[src/rtl/qdac_pkg.sv]
package qdac_pkg;

   localparam int OP_W = 4;

   localparam logic [1:0] CTL_STAGE      = 2'b01;
   localparam logic [1:0] CTL_STAGE_XFER = 2'b11;

   localparam logic [OP_W-1:0] OP_IDLE    = 4'b0000;
   localparam logic [OP_W-1:0] OP_USER_LO = 4'b0010;
   localparam logic [OP_W-1:0] OP_XFER    = 4'b0100;
   localparam logic [OP_W-1:0] OP_USER_HI = 4'b0110;
   localparam logic [OP_W-1:0] OP_BCAST   = 4'b1000;
   localparam logic [OP_W-1:0] OP_MODE_FALL = 4'b1010;
   localparam logic [OP_W-1:0] OP_SLEEP   = 4'b1100;
   localparam logic [OP_W-1:0] OP_MODE_RISE = 4'b1110;

   typedef struct packed {
      logic stage_one;
      logic bcast;
      logic xfer_all;
      logic sleep_req;
      logic user_wr;
      logic user_val;
      logic mode_wr;
      logic mode_val;
   } cmd_act_t;

endpackage

[src/rtl/qdac_cmd_decode.sv]
module qdac_cmd_decode
   import qdac_pkg::*;
#(
   parameter int NUM_CH = 4,
   parameter int DATA_W = 12,
   localparam int ADDR_W = $clog2(NUM_CH),
   localparam int WORD_W = OP_W + DATA_W
) (
   input  logic [WORD_W-1:0] word,
   input  logic              strobe,
   output cmd_act_t          act,
   output logic [NUM_CH-1:0] stage_sel,
   output logic [DATA_W-1:0] data
);

   logic [OP_W-1:0]   op;
   logic [ADDR_W-1:0] addr;
   logic [1:0]        ctl;

   assign op   = word[WORD_W-1 -: OP_W];
   assign addr = op[OP_W-1 -: ADDR_W];
   assign ctl  = op[1:0];
   assign data = word[DATA_W-1:0];

   always_comb begin
      act = '0;
      if (strobe) begin
         if (ctl == CTL_STAGE || ctl == CTL_STAGE_XFER) begin
            act.stage_one = 1'b1;
            act.xfer_all  = (ctl == CTL_STAGE_XFER);
         end else begin
            unique case (op)
               OP_XFER:      act.xfer_all = 1'b1;
               OP_BCAST:     act.bcast = 1'b1;
               OP_SLEEP:     act.sleep_req = 1'b1;
               OP_USER_LO:   act.user_wr = 1'b1;
               OP_USER_HI: begin
                  act.user_wr  = 1'b1;
                  act.user_val = 1'b1;
               end
               OP_MODE_FALL: begin
                  act.mode_wr  = 1'b1;
                  act.xfer_all = 1'b1;
               end
               OP_MODE_RISE: begin
                  act.mode_wr  = 1'b1;
                  act.mode_val = 1'b1;
                  act.xfer_all = 1'b1;
               end
               default: act = '0;
            endcase
         end
      end
   end

   always_comb begin
      stage_sel = '0;
      if (act.stage_one) stage_sel[addr] = 1'b1;
   end

endmodule

[src/rtl/qdac_pin_sync.sv]
module qdac_pin_sync #(
   parameter int SYNC_STAGES = 2
) (
   input  logic clk,
   input  logic rst_n,
   input  logic pin_async,
   output logic pin_level,
   output logic pin_fall
);

   generate
      if (SYNC_STAGES < 2) begin : g_bad
         $error("qdac_pin_sync: SYNC_STAGES must be at least 2");
      end
   endgenerate

   logic [SYNC_STAGES-1:0] chain_q;
   logic                   last_q;

   always_ff @(posedge clk or negedge rst_n) begin
      if (!rst_n) begin
         chain_q <= '0;
         last_q  <= 1'b0;
      end else begin
         chain_q <= {chain_q[SYNC_STAGES-2:0], pin_async};
         last_q  <= chain_q[SYNC_STAGES-1];
      end
   end

   assign pin_level = chain_q[SYNC_STAGES-1];
   assign pin_fall  = last_q & ~chain_q[SYNC_STAGES-1];

endmodule

[src/rtl/qdac_chan_bank.sv]
module qdac_chan_bank #(
   parameter int NUM_CH = 4,
   parameter int DATA_W = 12,
   localparam int FLAT_W = NUM_CH * DATA_W
) (
   input  logic              clk,
   input  logic              rst_n,
   input  logic [NUM_CH-1:0] stage_sel,
   input  logic              bcast,
   input  logic              xfer_all,
   input  logic [DATA_W-1:0] data,
   output logic [FLAT_W-1:0] stage_flat,
   output logic [FLAT_W-1:0] out_flat
);

   generate
      for (genvar ch = 0; ch < NUM_CH; ch++) begin : g_ch
         logic [DATA_W-1:0] stage_q, out_q, stage_nx;

         always_comb begin
            if (bcast || stage_sel[ch]) stage_nx = data;
            else                        stage_nx = stage_q;
         end

         always_ff @(posedge clk or negedge rst_n) begin
            if (!rst_n) begin
               stage_q <= '0;
               out_q   <= '0;
            end else begin
               stage_q <= stage_nx;
               if (bcast || xfer_all) out_q <= stage_nx;
            end
         end

         assign stage_flat[ch*DATA_W +: DATA_W] = stage_q;
         assign out_flat[ch*DATA_W +: DATA_W]   = out_q;
      end
   endgenerate

   AST_STAGE_KEEPS_OUT: assert property (@(posedge clk) disable iff (!rst_n)
      (|stage_sel && !xfer_all && !bcast) |=> $stable(out_flat));
   AST_XFER_MATCHES: assert property (@(posedge clk) disable iff (!rst_n)
      xfer_all |=> (out_flat == stage_flat));
   AST_BCAST_ALL: assert property (@(posedge clk) disable iff (!rst_n)
      bcast |=> (out_flat == stage_flat));

endmodule

[src/rtl/quad_dac_cmd_ctrl.sv]
module quad_dac_cmd_ctrl
   import qdac_pkg::*;
#(
   parameter int NUM_CH      = 4,
   parameter int DATA_W      = 12,
   parameter int SYNC_STAGES = 2,
   localparam int WORD_W = OP_W + DATA_W,
   localparam int FLAT_W = NUM_CH * DATA_W
) (
   input  logic              clk,
   input  logic              rst_n,
   input  logic [WORD_W-1:0] cmd_word,
   input  logic              cmd_strobe,
   input  logic              pdn_allow,
   output logic [FLAT_W-1:0] dac_codes,
   output logic              sleep,
   output logic              user_pin,
   output logic              dout_rise_mode
);

   generate
      if (NUM_CH != 4) begin : g_bad_ch
         $error("quad_dac_cmd_ctrl: address field selects exactly 4 channels");
      end
      if (DATA_W < 1) begin : g_bad_w
         $error("quad_dac_cmd_ctrl: DATA_W must be positive");
      end
   endgenerate

   cmd_act_t          act;
   logic [NUM_CH-1:0] stage_sel;
   logic [DATA_W-1:0] data;
   logic [FLAT_W-1:0] stage_flat;
   logic              pdn_level, pdn_fall;
   logic              out_write;

   qdac_cmd_decode #(.NUM_CH(NUM_CH), .DATA_W(DATA_W)) u_dec (
      .word(cmd_word), .strobe(cmd_strobe), .act(act),
      .stage_sel(stage_sel), .data(data)
   );

   qdac_pin_sync #(.SYNC_STAGES(SYNC_STAGES)) u_sync (
      .clk(clk), .rst_n(rst_n), .pin_async(pdn_allow),
      .pin_level(pdn_level), .pin_fall(pdn_fall)
   );

   qdac_chan_bank #(.NUM_CH(NUM_CH), .DATA_W(DATA_W)) u_bank (
      .clk(clk), .rst_n(rst_n), .stage_sel(stage_sel), .bcast(act.bcast),
      .xfer_all(act.xfer_all), .data(data),
      .stage_flat(stage_flat), .out_flat(dac_codes)
   );

   assign out_write = act.bcast | act.xfer_all;

   always_ff @(posedge clk or negedge rst_n) begin
      if (!rst_n) begin
         sleep          <= 1'b0;
         user_pin       <= 1'b0;
         dout_rise_mode <= 1'b0;
      end else begin
         if (out_write)                        sleep <= 1'b0;
         else if (act.sleep_req && pdn_level)  sleep <= 1'b1;
         else if (sleep && pdn_fall)           sleep <= 1'b0;
         if (act.user_wr) user_pin       <= act.user_val;
         if (act.mode_wr) dout_rise_mode <= act.mode_val;
      end
   end

   AST_SLEEP_LOCKED: assert property (@(posedge clk) disable iff (!rst_n)
      (act.sleep_req && !pdn_level && !sleep) |=> !sleep);
   AST_SLEEP_PERMIT: assert property (@(posedge clk) disable iff (!rst_n)
      $rose(sleep) |-> $past(pdn_level));
   AST_SLEEP_STAGE_KEPT: assert property (@(posedge clk) disable iff (!rst_n)
      (sleep && !cmd_strobe) |=> $stable(stage_flat));
   AST_WAKE_ON_PIN: assert property (@(posedge clk) disable iff (!rst_n)
      (sleep && pdn_fall && !act.sleep_req) |=> (!sleep && $stable(dac_codes)));
   AST_WRITE_WAKES: assert property (@(posedge clk) disable iff (!rst_n)
      out_write |=> !sleep);
   AST_IDLE_STILL: assert property (@(posedge clk) disable iff (!rst_n)
      (!cmd_strobe || cmd_word[WORD_W-1 -: OP_W] == OP_IDLE)
      |=> ($stable(dac_codes) && $stable(stage_flat) && $stable(user_pin)
           && $stable(dout_rise_mode)));

endmodule

[config.mk]
export PLATFORM = sky130hd
export DESIGN_NAME = quad_dac_cmd_ctrl
export DESIGN_NICKNAME = d
export VERILOG_FILES = /design/src/rtl/qdac_pkg.sv /design/src/rtl/qdac_cmd_decode.sv /design/src/rtl/qdac_pin_sync.sv /design/src/rtl/qdac_chan_bank.sv /design/src/rtl/quad_dac_cmd_ctrl.sv
export SDC_FILE = /design/constraint.sdc
export NUM_CORES = 1
export LEC_CHECK = 0
export BUFFER_PORTS_ARGS = -buffer_cell sky130_fd_sc_hd__buf_2
export CELL_PAD_IN_SITES_DETAIL_PLACEMENT = 1
export CELL_PAD_IN_SITES_GLOBAL_PLACEMENT = 1
export CORE_AREA = 2 2 73 144
export CTS_CLUSTER_DIAMETER = 150
export DETAILED_ROUTE_END_ITERATION = 8
export DIE_AREA = 0 0 75 146
export PLACE_DENSITY = 0.82
export SLEW_MARGIN = 20
export SYNTH_ARGS = -nofsm -noshare
export SYNTH_HDL_FRONTEND = slang
export SYNTH_SLANG_ARGS = --single-unit
export TNS_END_PERCENT = 50
[constraint.sdc]
create_clock -name clk -period 1.55 [get_ports clk]
set_input_delay 0.2325 -clock clk [delete_from_list [all_inputs] [get_ports clk]]
set_output_delay 0.2325 -clock clk [all_outputs]
set_load 0.05 [all_outputs]
==> flow_summary.ini <==
[critical_path]
start_kind = primary input
r2r-start = u_bank.g_ch[3].stage_q[5]$_DFF_PN0_
crit_chain = buf_2 -> buf_4 -> and4bb_2 -> a32oi_1 -> nand2_1 -> mux2_1
path_max_fanout = 12
critPathKind = primary input to flop
cpMaxStageDelayCell = and4bb_2
end_kind = flop
critPathRequiredTime_ns = 1.78
r2r_slack_ns = 0.31
arrival_ns = 1.65
cpPeakStageDelay_ns = 0.35
ff2ff_path_depth = 3
reg2reg_to = u_bank.g_ch[3].out_q[5]$_DFFE_PN0P_

[die]
start_util_pct = 44.1
rows = 51
fp.dieH_um = 146
die_w_um = 75
die_area_mm2 = 0.0110
io_pins = 71
core_mm2 = 0.00976

[power_and_ir_drop]
pwr-share-clk_pct = 27.9
swShare_pct = 37.2
internal_power_mw = 5.18
power_mw = 8.25
p_comb_share_pct = 30.5
sequentialPowerShare_pct = 41.6
power_density_mw_per_mm2 = 1550
p_leak_nw = 2.28
vdd_ir_drop_max_v = 0.000895
p_switching_mw = 3.07

[global_routing]
grt_pass1_wl_um = 18400
antenna_found_initial = 0
overflow = 0
grt_max_degree = 53
grt_usage_pct = 22.7
grt_pass1_vias = 3450

[cells_and_area]
most-common-layout-cells = 102 x dfrtp_1, 69 x buf_2, 31 x mux2_1, 31 x mux2_2, 30 x buf_4
final_area_mm2 = 0.00531
nNetsFinal = 434
instances_no_fill = 551
area_growth_syn_to_layout_pct = 23.4
final_common_cell = dfrtp_1
fill_cells = 1023
antenna-diode-count = 0
regArea_mm2 = 0.00255
multi_input_comb_area_mm2 = 0.00164
drive_gt1_share_pct = 37.2
utilization_pct = 54.4

[route]
wl_met1_um = 4230
drt-vias-per-instance = 5.59
num_vias = 3078
wire_per_inst_um = 20.5
met3_length_um = 375
dr.first_iter.drc_count = 130
drc = 0
dr.pass1.iters = 4
routed_wl_um = 11300
drtAntennaViolNets = 0
routed-wl-met2_um = 6150
routed.top_layer = met4

[logic_synthesis]
synth.top_cell.area_share_pct = 59.3
seq_area_frac_synth_pct = 59.3
ys_types = 33
yosysTopAreaCell = dfrtp_1
avgSynthCellArea_um2 = 13.4
ys_warn_count = 0
syn_inst = 322
synth_seq_cells = 102
synth.net_count = 342
ys_top_cells_by_area = dfrtp_1 59%, mux2_1 8.1%, mux2_2 8.1%
syn-cell-area_mm2 = 0.00431

[clock_tree]
htree_levels = 3
ctsResizeCount = 0
worstSkewPairLatency_ns = 0.36
clk_pin_slew_ns = 0.08
clock_path_buffers = 2
cts_tree = yes
root_buffer = clkbuf_16
clock_sinks = 102
cts_made_buffers = 9

[sta]
whs_ns = 0.180
grt_setup_unrepaired = false
slew_viol_final = 0
min_period_ns = 1.42
setup_viol = 0
fin_ws_ns = 0.127
fin_worst_skew_ns = 0.00780
worst_pin_slew_ns = 0.416
relSlewSlack_pct = 72.3
hold_viol = 0
post-route-period-util_pct = 91.8
fin_tns_setup_ns = 0
fmax_mhz = 703

[hold_path]
min_to = u_bank.g_ch[1].stage_q[8]$_DFF_PN0_
whs_path_depth = 2
min_from = cmd_word[8]
holdCritPathClass = primary input to flop

[place]
place_inst = 533
placed_area_mm2 = 0.00499
gp_congestion = 0.770
dpl_worst_slack_ns = -0.210
portBuffers = 70
hpwl_um = 7950

[outcome]
outcome = completed

[job]
maxCapViolations = 0
per-layer routing:
| metal | global-route usage, % | vias up |
|---|---|---|
| met5 | 0 | - |
| li1 | - | 1372 |
| met1 | 26.6 | 1589 |
| met3 | 3.60 | 31 |
| met2 | 37.7 | 86 |
| met4 | 13.1 | 0 |
worst max path at each step:
stage / from / to / slack, ns / cells after the start
2_1_floorplan: cmd_word[15] / u_bank.g_ch[0].out_q[10]$_DFFE_PN0P_ / -0.04 / 5
4_1_cts: cmd_word[12] / u_bank.g_ch[1].stage_q[9]$_DFF_PN0_ / 0.15 / 6
3_5_place_dp: cmd_word[12] / u_bank.g_ch[1].stage_q[6]$_DFF_PN0_ / -0.21 / 6
3_3_place_gp: cmd_word[14] / u_bank.g_ch[3].out_q[5]$_DFFE_PN0P_ / -0.16 / 5
5_1_grt: cmd_word[15] / u_bank.g_ch[0].out_q[7]$_DFFE_PN0P_ / 0.07 / 6
6_report: cmd_word[15] / u_bank.g_ch[0].out_q[7]$_DFFE_PN0P_ / 0.13 / 6
repair_timing:
item / 4_1_cts / 5_1_grt
hold endpoints to repair: 28 / 0
setup endpoints to repair: 0 / 0
hold buffers: 2 / 0
buffers inserted: 0 / 0
critical path: cells and delay by family:
kind | cells | cell delay [ns]
multiplexers | 1 | 0.31
AO/OA/AOI/OAI | 1 | 0.23
buffers and inverters | 2 | 0.36
AND/OR/NAND/NOR | 2 | 0.51
kinds of logic after synthesis:
logic type	Yosys count	synth area share, %
simple gates	73	9.42
compound gates	49	8.92
mux	75	19.5
flops	102	59.3
buf+inv	23	2.85
Yosys cell counts:
master and count:
o2111ai_2 1, a221o_1 11, mux2i_4 1, buf_6 2
and2_1 1, nor2b_1 1, buf_2 8, mux2i_1 12
o21ai_0 1, buf_4 3, or3b_4 1, and3b_1 1
a21boi_1 1, nand2b_1 4, nand3b_1 1, nor3_1 1
dfrtp_1 102, and3_1 22, mux2_2 31, nor3b_1 1
a32oi_1 11, or3_4 1, a22oi_1 12, nor2b_2 1
or2_1 1, nand4_1 2, and4bb_2 1, nor3_2 1
nand3_1 4, o21ai_1 12, clkbuf_1 10, nand2_1 29
mux2_1 31
layout make-up:
type	count	area share (%)
tap	132	3.11
clock buffer	9	4.24
multi-input combinational	197	30.9
clock inverter	7	1.48
timing repair buffer	104	12.2
sequential	102	48.0
state kept, by name, summed over array words and instances (netlist names):
signal,count
u_bank.g_ch.stage_q,48
u_sync.chain_q,2
u_bank.g_ch.out_q,48
user_pin,1
u_sync.last_q,1
dout_rise_mode,1
sleep,1
power by group through the flow:
| stage | logic (mW) | registers [mW] | clock network, mW |
|---|---|---|---|
| 3_3_place_gp | 2.44 | 3.45 | 0 |
| 2_1_floorplan | 0.684 | 4.56 | 0 |
| 5_1_grt | 2.65 | 3.50 | 2.46 |
| 6_report | 2.51 | 3.43 | 2.30 |
| 3_5_place_dp | 2.51 | 3.48 | 0 |
| 4_1_cts | 2.54 | 3.44 | 2.35 |
No activity file was read; power rests on OpenSTA's default activity.
